<file path="src/rtl/pla_cfg_pkg.sv">
package pla_cfg_pkg;

    localparam int N_IN          = 6;
    localparam int N_OUT         = 4;
    localparam int N_TERM        = 16;
    localparam int TERMS_PER_OUT = N_TERM / N_OUT;
    localparam int DEC_BITS      = $clog2(N_TERM);
    localparam int AND_W         = 2 * N_IN;
    localparam int DATA_W        = 16;
    localparam int OR_BASE       = N_TERM;
    localparam int CTRL_ADDR     = N_TERM + N_OUT;
    localparam int ADDR_W        = $clog2(CTRL_ADDR + 1);

    typedef enum logic [1:0] {
        ARR_SHARED  = 2'd0,
        ARR_GROUPED = 2'd1,
        ARR_DECODE  = 2'd2,
        ARR_ALIAS   = 2'd3
    } arr_mode_e;

    typedef logic [AND_W-1:0]  and_row_t;
    typedef logic [N_TERM-1:0] or_row_t;

    typedef struct packed {
        logic      reg_out;
        arr_mode_e mode;
    } ctrl_t;

    function automatic logic term_eval(input and_row_t row, input logic [N_IN-1:0] x);
        logic r;
        r = 1'b1;
        for (int n = 0; n < N_IN; n++) begin
            if (row[2*n] && !x[n])
                r = 1'b0;
            if (row[2*n+1] && x[n])
                r = 1'b0;
        end
        return r;
    endfunction

    function automatic arr_mode_e decode_mode(input logic [1:0] code);
        arr_mode_e m;
        case (code)
            2'd1:    m = ARR_GROUPED;
            2'd2:    m = ARR_DECODE;
            default: m = ARR_SHARED;
        endcase
        return m;
    endfunction

endpackage

</file>
<file path="src/rtl/pla_cfg_store.sv">
module pla_cfg_store
    import pla_cfg_pkg::*;
(
    input  logic              clk,
    input  logic              rst,
    input  logic              we,
    input  logic [ADDR_W-1:0] addr,
    input  logic [DATA_W-1:0] wdata,
    output and_row_t          and_cfg [N_TERM],
    output or_row_t           or_cfg  [N_OUT],
    output ctrl_t             ctrl
);

    for (genvar t = 0; t < N_TERM; t++) begin : g_and_row
        always_ff @(posedge clk) begin
            if (rst)
                and_cfg[t] <= '0;
            else if (we && addr == ADDR_W'(t))
                and_cfg[t] <= wdata[AND_W-1:0];
        end
    end

    for (genvar o = 0; o < N_OUT; o++) begin : g_or_row
        always_ff @(posedge clk) begin
            if (rst)
                or_cfg[o] <= '0;
            else if (we && addr == ADDR_W'(OR_BASE + o))
                or_cfg[o] <= wdata[N_TERM-1:0];
        end
    end

    always_ff @(posedge clk) begin
        if (rst)
            ctrl <= '{reg_out: 1'b0, mode: ARR_SHARED};
        else if (we && addr == ADDR_W'(CTRL_ADDR))
            ctrl <= '{reg_out: wdata[2], mode: decode_mode(wdata[1:0])};
    end

endmodule

</file>
<file path="src/rtl/pla_and_plane.sv">
module pla_and_plane
    import pla_cfg_pkg::*;
(
    input  arr_mode_e         mode,
    input  logic [N_IN-1:0]   din,
    input  and_row_t          and_cfg [N_TERM],
    output logic [N_TERM-1:0] terms
);

    for (genvar t = 0; t < N_TERM; t++) begin : g_term
        localparam logic [DEC_BITS-1:0] IDX = DEC_BITS'(t);
        logic minterm_hit;
        logic prog_term;
        always_comb begin
            minterm_hit = (din[DEC_BITS-1:0] == IDX);
            prog_term   = term_eval(and_cfg[t], din);
            terms[t]    = (mode == ARR_DECODE) ? minterm_hit : prog_term;
        end
    end

endmodule

</file>
<file path="src/rtl/pla_or_plane.sv">
module pla_or_plane
    import pla_cfg_pkg::*;
(
    input  arr_mode_e         mode,
    input  logic [N_TERM-1:0] terms,
    input  or_row_t           or_cfg [N_OUT],
    output logic [N_OUT-1:0]  sums
);

    for (genvar o = 0; o < N_OUT; o++) begin : g_sum
        logic group_sum;
        logic prog_sum;
        always_comb begin
            group_sum = |terms[o*TERMS_PER_OUT +: TERMS_PER_OUT];
            prog_sum  = |(terms & or_cfg[o]);
            sums[o]   = (mode == ARR_GROUPED) ? group_sum : prog_sum;
        end
    end

endmodule

</file>
<file path="src/rtl/pla_engine.sv">
module pla_engine
    import pla_cfg_pkg::*;
(
    input  logic              clk,
    input  logic              rst,
    input  logic              cfg_we,
    input  logic [ADDR_W-1:0] cfg_addr,
    input  logic [DATA_W-1:0] cfg_wdata,
    input  logic [N_IN-1:0]   pla_in,
    output logic [N_OUT-1:0]  pla_out
);

    and_row_t          and_cfg [N_TERM];
    or_row_t           or_cfg  [N_OUT];
    ctrl_t             ctrl_q;
    logic [N_TERM-1:0] terms;
    logic [N_OUT-1:0]  comb_out;
    logic [N_OUT-1:0]  out_q;

    pla_cfg_store u_store (
        .clk     (clk),
        .rst     (rst),
        .we      (cfg_we),
        .addr    (cfg_addr),
        .wdata   (cfg_wdata),
        .and_cfg (and_cfg),
        .or_cfg  (or_cfg),
        .ctrl    (ctrl_q)
    );

    pla_and_plane u_and (
        .mode    (ctrl_q.mode),
        .din     (pla_in),
        .and_cfg (and_cfg),
        .terms   (terms)
    );

    pla_or_plane u_or (
        .mode    (ctrl_q.mode),
        .terms   (terms),
        .or_cfg  (or_cfg),
        .sums    (comb_out)
    );

    always_ff @(posedge clk) begin
        if (rst)
            out_q <= '0;
        else
            out_q <= comb_out;
    end

    assign pla_out = ctrl_q.reg_out ? out_q : comb_out;

endmodule

</file>
<file path="config.mk">
export PLATFORM = sky130hd
export DESIGN_NAME = pla_engine
export DESIGN_NICKNAME = d
export VERILOG_FILES = /design/src/rtl/pla_cfg_pkg.sv /design/src/rtl/pla_cfg_store.sv /design/src/rtl/pla_and_plane.sv /design/src/rtl/pla_or_plane.sv /design/src/rtl/pla_engine.sv
export SDC_FILE = /design/constraint.sdc
export NUM_CORES = 1
export LEC_CHECK = 0
export BUFFER_PORTS_ARGS = -buffer_cell sky130_fd_sc_hd__buf_2
export CORE_MARGIN = 3
export CORE_UTILIZATION = 40
export CTS_CLUSTER_DIAMETER = 40
export DETAILED_ROUTE_END_ITERATION = 12
export GPL_TIMING_DRIVEN = 0
export MAX_ROUTING_LAYER = met4
export PLACE_DENSITY_LB_ADDON = 0.25
export REMOVE_ABC_BUFFERS = 1
export SYNTH_ARGS = -nofsm -noshare
export SYNTH_HDL_FRONTEND = slang
export SYNTH_SLANG_ARGS = --single-unit
</file>
<file path="constraint.sdc">
create_clock -name clk -period 4.2 [get_ports clk]
set_clock_uncertainty 0.2 [all_clocks]
set_input_delay 0.63 -clock clk [delete_from_list [all_inputs] [get_ports clk]]
set_output_delay 0.63 -clock clk [all_outputs]
set_load 0.01 [all_outputs]
</file>
# [After elaboration in Yosys (flattened, before gate mapping)]
# Index checks and enable logic that the tools add are counted.
# Widths: inputs -> output; s select.
[totals] out_inout_bits=4 wordCells=509 in_bits=30 ff_bits=263
[op_classes] reduce_logical=229 muxes=214 bitwise=4 n_eq_ne=39
[op_table] cell="$logic_and 1x1->1" n=213
[op_table] cell="$mux 1" n=212
[op_table] cell="$and 16x16->16" n=4
[op_table] cell="$reduce_or 16->1" n=4
[op_table] cell="$eq 5x4->1 const B" n=8
[op_table] cell="$eq 4x4->1 const B" n=8
[op_table] cell="$eq 5x5->1 const B" n=5
[op_table] cell="$eq 5x3->1 const B" n=4
[op_table] cell="$eq 4x3->1 const B" n=4
[op_table] cell="$reduce_or 4->1" n=4
[op_table] cell="$eq 5x2->1 const B" n=2
[op_table] cell="$eq 4x2->1 const B" n=2
[op_table] cell="$logic_not 1->1" n=6
[op_table] cell="$eq 5x1->1 const B" n=1
[op_table] cell="$logic_not 5->1" n=1
[op_table] cell="$eq 2x1->1 const B" n=2
[op_table] cell="$eq 2x2->1 const B" n=2
[op_table] cell="$eq 4x1->1 const B" n=1
[op_table] cell="$logic_not 4->1" n=1
[op_table] cell="$mux 4" n=1
[op_table] cell="$pmux 2 s2" n=1

# [Longest topological paths before layout]
# Gate-level depths: netlist (run 1).
[logic_depth] word_depth=19 mapped_depth=9 depth_no_buf=6

# [Hierarchy]
# A second synthesis (run 1) with hierarchy kept.
[unflattened] cells_unflattened=1138 hier_area_um2=12041.5
[modules_own_cells] mod="pla_cfg_store" seq_area_each_um2=5185.0 instances=1 area_per_inst_um2=10070.9 cells_each=909
[modules_own_cells] mod="pla_and_plane" seq_area_each_um2=0.0 instances=1 area_per_inst_um2=1428.9 cells_each=167
[modules_own_cells] mod="pla_or_plane" seq_area_each_um2=0.0 instances=1 area_per_inst_um2=391.6 cells_each=50
[modules_own_cells] mod="pla_engine" seq_area_each_um2=80.1 instances=1 area_per_inst_um2=150.1 cells_each=12

# [Least setup slack after synthesis (run 1)]
# No wires, ideal clock.
[synth_path] path_kind="input port to output port" from="input pla_in[3]" to="output pla_out[0]" path_slack_ns=1.150 t_required_ns=3.370 arrival_ns=2.220 stages=7 cell_sequence="buf_4 > mux2_1 > a2111o_1 > nor3_1 > a2111oi_0 > and4_1 > a221oi_2"
[synth_between] elab_chain_cells=13 word_cells_on_any_way=166 cone_classes="eq/ne (15); mux (114); bitwise (1); reduce/logical (36)"
[synth_rtl] item="from (decl)" line_no="pla_engine.sv:9" text="input logic [N_IN-1:0] pla_in,"
[synth_rtl] item="$logic_not 1->1" line_no="pla_cfg_pkg.sv:33" text="if (row[2*n] && !x[n])"
[synth_rtl] item="$logic_and 1x1->1" line_no="pla_cfg_pkg.sv:33"
[synth_rtl] item="$mux 1" line_no="pla_cfg_pkg.sv:33"
[synth_rtl] item="$mux 1" line_no="pla_cfg_pkg.sv:35" text="if (row[2*n+1] && x[n])"
[synth_rtl] item="$mux 1" line_no="pla_cfg_pkg.sv:33"
[synth_rtl] item="$mux 1" line_no="pla_cfg_pkg.sv:35"
[synth_rtl] item="$mux 1" line_no="pla_cfg_pkg.sv:33"
[synth_rtl] item="$mux 1" line_no="pla_cfg_pkg.sv:35"
[synth_rtl] item="$mux 1" line_no="pla_and_plane.sv:17" text="terms[t] = (mode == ARR_DECODE) ? minterm_hit : prog_term;"
[synth_rtl] item="$and 16x16->16" line_no="pla_or_plane.sv:15" text="prog_sum = |(terms & or_cfg[o]);"
[synth_rtl] item="$reduce_or 16->1" line_no="pla_or_plane.sv:15"
[synth_rtl] item="$mux 1 *" line_no="pla_or_plane.sv:16" text="sums[o] = (mode == ARR_GROUPED) ? group_sum : prog_sum;"
[synth_rtl] item="$mux 4 *" line_no="pla_engine.sv:52" text="assign pla_out = ctrl_q.reg_out ? out_q : comb_out;"
[synth_rtl] item="to (decl)" line_no="pla_engine.sv:10" text="output logic [N_OUT-1:0] pla_out"
# Every way passes the cells marked *; elsewhere a longest branch is shown, timed or not.

# [Worst setup path after layout (run 1)]
[layout_path] from="input pla_in[0]" to="output pla_out[2]"
[layout_between] elab_chain_cells=19 word_cells_on_any_way=262 cone_classes="eq/ne (15); mux (210); bitwise (1); reduce/logical (36)"
[layout_rtl] item="$logic_not 1->1" line_no="pla_cfg_pkg.sv:33"
[layout_rtl] item="$logic_and 1x1->1" line_no="pla_cfg_pkg.sv:33"
[layout_rtl] item="$mux 1" line_no="pla_cfg_pkg.sv:33"
[layout_rtl] item="$mux 1" line_no="pla_cfg_pkg.sv:35"
[layout_rtl] item="$mux 1" line_no="pla_cfg_pkg.sv:33"
[layout_rtl] item="$mux 1" line_no="pla_cfg_pkg.sv:35"
[layout_rtl] item="$mux 1" line_no="pla_cfg_pkg.sv:33"
[layout_rtl] item="$mux 1" line_no="pla_cfg_pkg.sv:35"
[layout_rtl] item="(+3 left out)"
[layout_rtl] item="$mux 1" line_no="pla_cfg_pkg.sv:35"
[layout_rtl] item="$mux 1" line_no="pla_cfg_pkg.sv:33"
[layout_rtl] item="$mux 1" line_no="pla_cfg_pkg.sv:35"
[layout_rtl] item="$mux 1" line_no="pla_and_plane.sv:17"
[layout_rtl] item="$and 16x16->16" line_no="pla_or_plane.sv:15"
[layout_rtl] item="$reduce_or 16->1" line_no="pla_or_plane.sv:15"
[layout_rtl] item="$mux 1 *" line_no="pla_or_plane.sv:16"
[layout_rtl] item="$mux 4 *" line_no="pla_engine.sv:52"
# Marks and branches as above.

==> results of run 1 <==
-- power breakdown --
group	switching, mW	total, mW	internal [mW]
registers	0.0118	2.53	2.52
clock network	1.29	3.63	2.33
logic	0.268	0.355	0.0871
-- cells by family after synthesis --
logic type	count (synthesis)	share of synthesized area [%]
buffers and inverters	141	5.71
AO/OA/AOI/OAI	305	14.5
multiplexers	140	11.7
AND/OR/NAND/NOR	678	24.8
flip-flops	263	43.3
-- flip-flops by register name, summed over array words and instances, names as in the netlist --
signal / count
u_store.and_cfg: 192
u_store.or_cfg: 64
out_q: 4
u_store.ctrl: 3
-- cells in the mapped netlist (2+ instances only) --
cell type	instances	area, µm²
nand2_1	430	1610
dfxtp_1	263	5270
a21oi_1	232	1160
mux2i_1	129	1290
clkbuf_1	103	387
nand3_1	83	415
nor2_1	50	188
nor3_1	23	115
nand4_1	18	113
a22o_1	11	96.3
a22oi_1	11	82.6
nor2b_1	10	62.6
a31oi_1	9	56.3
buf_6	9	101
nand2b_1	9	56.3
nor4_1	9	56.3
mux2_2	8	90.1
and3_1	7	43.8
buf_4	7	52.6
a2111oi_0	6	52.6
and4_1	6	52.6
inv_1	6	22.5
a32oi_1	5	43.8
buf_1	5	18.8
a221oi_1	4	35.0
buf_2	4	20.0
clkbuf_8	4	55.1
nand3b_1	4	30.0
nor3b_1	4	30.0
o32ai_1	4	35.0
a2111o_1	3	33.8
and2_1	3	18.8
nor4_2	3	37.5
a221o_1	2	20.0
a32o_1	2	20.0
and3b_1	2	17.5
and4b_1	2	20.0
mux2_1	2	22.5
o22ai_1	2	12.5
o31ai_1	2	15.0
or3_1	2	12.5
-- per-layer routing --
metal / routed length (µm) / global-route usage [%]
met5: 0 / -
met1: 17800 / 32.9
met2: 17200 / 35.4
met3: 2890 / 3.86
met4: 841 / 6.26
-- critical path, delay by kind of cell --
family | cells | cell delay, ps
buf+inv | 2 | 730
compound gates | 2 | 380
mux | 1 | 280
simple gates | 3 | 1230
-- area by class of cell --
cell class                 count  area (µm²)
fill                        2949       15900
multi-input combinational   1123        6280
sequential                   263        5270
clock buffer                  49        1140
tap                          390         488
timing repair buffer          44         345
clock inverter                26         337
inverter                       7        26.3
antenna                        2        5.00
-- worst max-delay path by stage --
| stage | startpoint | to | slack (ps) | cells after the start |
|---|---|---|---|---|
| 2_1_floorplan | cfg_addr[4] | u_store.and_cfg[122] | 100 | 5 |
| 3_3_place_gp | cfg_addr[4] | u_store.and_cfg[131] | -2080 | 6 |
| 3_5_place_dp | pla_in[0] | pla_out[0] | -560 | 8 |
| 4_1_cts | u_store.ctrl[0] | pla_out[2] | 10 | 7 |
| 5_1_grt | pla_in[0] | pla_out[2] | 10 | 8 |
| 6_report | pla_in[0] | pla_out[2] | 110 | 8 |
-- stage by stage --
step	power, mW	setup WS [ps]	hold slack (ps)	cells
floorplan	2.69	101	226	1393
global placement	2.92	-2080	240	1816
detailed placement	2.93	-561	243	1827
CTS	6.55	10.1	165	1902
global route	6.69	14.4	188	1904
finish	6.51	105	178	1904
-- timing repair --
action / CTS / global route
endpoints found under the setup margin: 4 / 4
hold buffers: 0 / 0
pin swaps: 0 / 0
resized for setup: 7 / 3
gates cloned: 0 / 0
==> summary.md, run 1 <==
| Metric | Value |
|---|---|
| Crit-path most repeated cell | a21oi_1 |
| Global-route wire length before repair | 59.3 mm |
| Max Slew Vio Count | 0 |
| P&R area growth vs syn | 14.1% |
| Placement Cell Area | 0.0124 mm² |
| CTS Root Buffer Type | clkbuf_16 |
| Clk sinks | 263 |
| VDD IR max | 0.281 mV |
| Hold Path Stages | 3 |
| Fmax | roughly 240 MHz |
| Iteration-0 DRC count of the detailed router | 990 |
| Critical path endpoint category | output pin |
| Most common cell after layout, fill and taps aside | nand2_1 |
| IO buf count | 33 |
| Total CTS buffers | 41 |
| Share of cells above drive strength 1 | 10.4% |
| Crit path max fanout | 41 |
| H-Tree Depth | 2 |
| Min-delay src | cfg_wdata[13] |
| CTS tree | done |
| Die Wd | ~180 µm |
| Cell variety after synth | 70 |
| Outcome | finished clean |
| Vias/cell | 5.71 |
| CTS max path bufs | 3 |
| Leakage power | 5.02 nW |
| Initial Util | between 40% and 50% |
| Avg Synthesized Cell Area | 7.97 µm² |
| Flops & latches, synth | roughly 260 |
| Endpoints failing setup | 0 |
| Tmin final | 4090 ps |
| Most used DFF post-synth | dfxtp_1 |
| Post-synthesis cell area | 0.0122 mm² |
| Final worst-path cycle share | 97.5% |
| Hold Path Sink | u_store.or_cfg[61] |
| Pwr Density | 469 mW/mm² |
| YS warnings | 0 |
| Flop2flop setup slack | 1450 ps |
| R2R Path End | out_q[0] |
| Initial antenna violation count | 2 |
| Fin area | 0.0139 mm² |
| Tightest Pin Transition | approximately 1200 ps |
| CP peak stage delay | about 760 ps |
| Vias | around 11000 |
| Critical Path RT | ~3400 ps |
| Fraction of registers with async set/reset | 0% |
| Setup CP Type | in -> out |
| Max_cap viols | 0 |
| Nets | 1510 |
| Hold Path Class | in -> reg |
| Cell Chain, Critical Path | buf_4, mux2i_1, nand4_1, nor3_1, a21oi_1, and4_1, a21oi_1, buf_2 |
| Die ar. | 0.0326 mm² |
| Ports | 34 |
| Fin util | 46.6% |
| Avg WL per Cell | about 20 µm |
| Die height | between 150 and 200 µm |
| Final hold vios | 0 |
| Vias in the first global route | 10100 |
| Post-DP HPWL | 23.0 mm |
| Largest net degree at the start of global routing | 152 |
| Register area share after synthesis | 43.3% |
| Skew-Pair Late Insertion Delay | 540 ps |
| Setup TNS | 0 ps |
| Worst rel slew slack | 21.0% |
| Post-synth EDFFs | 0 |
| Remaining global-route overflow | 0 |
| RSZ-0062 raised after global routing | no |
| CP arrival | 3260 ps |
| Setup bufs post-CTS | 0 |
| Initial DRT Pass Iterations | 6 |
| Total wire length | ~39 mm |
| Placer congestion estimate | 0.935 |
| Slowest cell on crit path | nor3_1 |
| Core area | 0.0298 mm² |
| Post-Synthesis Cells | ~1500 |
| Most frequent cells in the layout | nand2_1, dfxtp_1, a21oi_1 |
| Reg2reg start | u_store.ctrl[1] |
| ANT nets after route | 0 |
| DRC violations left | 0 |
| Reg clk slew, reported paths | 50 ps |
| GRT Total Usage | 23.5% |
| Row cnt | 63 |
| Reg2reg path depth | 6 |
| Startpoint types | input port |
(Power assumes the default switching activity.)
==> run 2, diff against run 1 <==
==> constraint.sdc (replaced) <==
create_clock -name clk -period 4.2 [get_ports clk]
set_clock_uncertainty 0.2 [all_clocks]
set_input_delay 0.21 -clock clk [delete_from_list [all_inputs] [get_ports clk]]
set_output_delay 0.21 -clock clk [all_outputs]
set_load 0.01 [all_outputs]
==> run 2 against run 1 <==
- die area stayed put
- largest power group unchanged
- fmax fell by 1.9%
- clock power hardly changed
- critical path type unchanged
- critical endpoint is now pla_out[0]
- combinational power up 2%
==> summary.md, run 2 (synthesized netlist as in run 1, its figures left out) <==
| Metric | Value |
|---|---|
| Most common cell after layout, fill and taps aside | nand2_1 |
| Setup TNS | 0 ps |
| Fin Hold WS | roughly 23 ps |
| Hold Path Class | in -> reg |
| Placed Cells | 1827 |
| P&R area growth vs syn | 14.4% |
| Vias/cell | 5.68 |
| Die ar. | 0.0326 mm² |
| CTS Root Buffer Type | clkbuf_16 |
| Endpoints failing setup | 0 |
| Startpoint types | input port |
| Die height | 180 µm |
| FILL cells | 2937 |
| DRC violations left | 0 |
| Total CTS buffers | a little over 40 |
| CTS tree | done |
| CTS max path bufs | 3 |
| Global-route wire length before repair | 59.4 mm |
| Initial DRT Pass Iterations | 8 |
| Remaining global-route overflow | 0 |
| Die Wd | 180 µm |
| Reg clk slew, reported paths | 60 ps |
| Final worst-path cycle share | 99.4% |
| Critical path endpoint category | output pin |
| Placement Cell Area | 0.0124 mm² |
| Outcome | finished clean |
| Crit path max fanout | 41 |
| Fin area | 0.0139 mm² |
| Total chip power | 6.52 mW |
| Vias in the first global route | 10200 |
| Nets | 1517 |
| Row cnt | 63 |
| Most flop-heavy register | u_store.and_cfg |
| Tmin final | around 4200 ps |
| Fmax | 240 MHz |
| CP arrival | 3760 ps |
| Leakage power | 5.04 nW |
| Largest net degree at the start of global routing | roughly 150 |
| Final hold vios | 0 |
| Most frequent cells in the layout | nand2_1, dfxtp_1, a21oi_1 |
| Pwr Density | 468 mW/mm² |
| Share of cells above drive strength 1 | 10.1% |
| Fin cells | 1911 |
| Iteration-0 DRC count of the detailed router | 1009 |
| Max Slew Vio Count | 0 |
| Post-DP HPWL | 23.0 mm |
| Critical Path RT | 3790 ps |
| Total wire length | 38.8 mm |
| Max_cap viols | 0 |
| H-Tree Depth | 2 |
| Vias | ~11000 |
| Clk sinks | 263 |
| Initial Util | 40.9% |
| IO buf count | 33 |
| Skew-Pair Late Insertion Delay | ~540 ps |
| GRT Total Usage | a little under a quarter |
| Setup CP Type | in -> out |
| ANT nets after route | 0 |
| Initial antenna violation count | 2 |
| Tightest Pin Transition | around 1300 ps |
| Worst rel slew slack | 13.3% |
| Max reg flops | 192 |
| RSZ-0062 raised after global routing | no |
| Core area | 0.0298 mm² |
| Placer congestion estimate | just over 0.9 |
| VDD IR max | ~0.28 mV |
| Top flop regs | u_store.and_cfg: 192 flops, u_store.or_cfg: 64 flops, out_q: 4 flops |
| Ports | 34 |
| Avg WL per Cell | 20.3 µm |
[run 2: changes by cell type in the layout (fill, tap and decap cells not counted), sizes merged]
cell and delta:
dlygate4sd3 +7
[run 2: through the flow]
step / util [%] / setup slack [ps]
floorplan: - / 521
global placement: 40.8 / -1660
detailed placement: 41.5 / 279
CTS: 46.7 / 276
global route: 46.7 / 102
finish: 46.7 / 26.2
[run 2: metal layers]
metal | vias to the layer above | global-route usage [%] | share of wire, %
li1 | 5208 | - | -
met1 | 5215 | 33.0 | 47
met2 | 363 | 35.4 | 44
met3 | 70 | 3.65 | 6.5
met4 | 0 | 6.57 | 2.4
met5 | - | - | 0
[run 2: final cells by class]
| class | instances | area [µm²] | area share, % |
|---|---|---|---|
| flip-flops and latches | 263 | 5270 | 37.8 |
| multi-input cells | 1123 | 6260 | 45.0 |
| well taps | 390 | 488 | 3.50 |
| repair buffers | 51 | 405 | 2.91 |
| diodes | 2 | 5.00 | 0.0359 |
| clock buffers | 49 | 1140 | 8.18 |
| clock inverters | 26 | 337 | 2.42 |
| inverters | 7 | 26.3 | 0.189 |
[run 2: repair_timing]
item	in CTS	in global routing
setup buffers	0	0
hold endpoints to repair	53	0
resized for setup	1	0
hold buffers	7	0
endpoints found under the setup margin	3	0
[run 2: path summary, 6_finish.rpt]
check | start | endpoint | slack [ps] | cells after the start
worst max-delay path | pla_in[0] | pla_out[0] | 30 | 8
worst max register to register | u_store.ctrl[0] | out_q[0] | 1070 | 6
worst min register to register | u_store.and_cfg[33] | u_store.and_cfg[33] | 250 | 2
worst min-delay path | cfg_wdata[1] | u_store.or_cfg[33] | 20 | 3
[run 2: where the power goes]
part           internal (mW)  switching [mW]
Combinational         0.0914           0.270
Clock                   2.33            1.30
Sequential              2.52          0.0117
Total                   4.94            1.58
[run 2: critical path, stage by stage]
cell and delay (ps):
buf_2 900, mux2i_1 280, o221ai_1 130, nor3_1 1050, a2111oi_0 420, and4_1 350
a221oi_2 210, buf_2 170
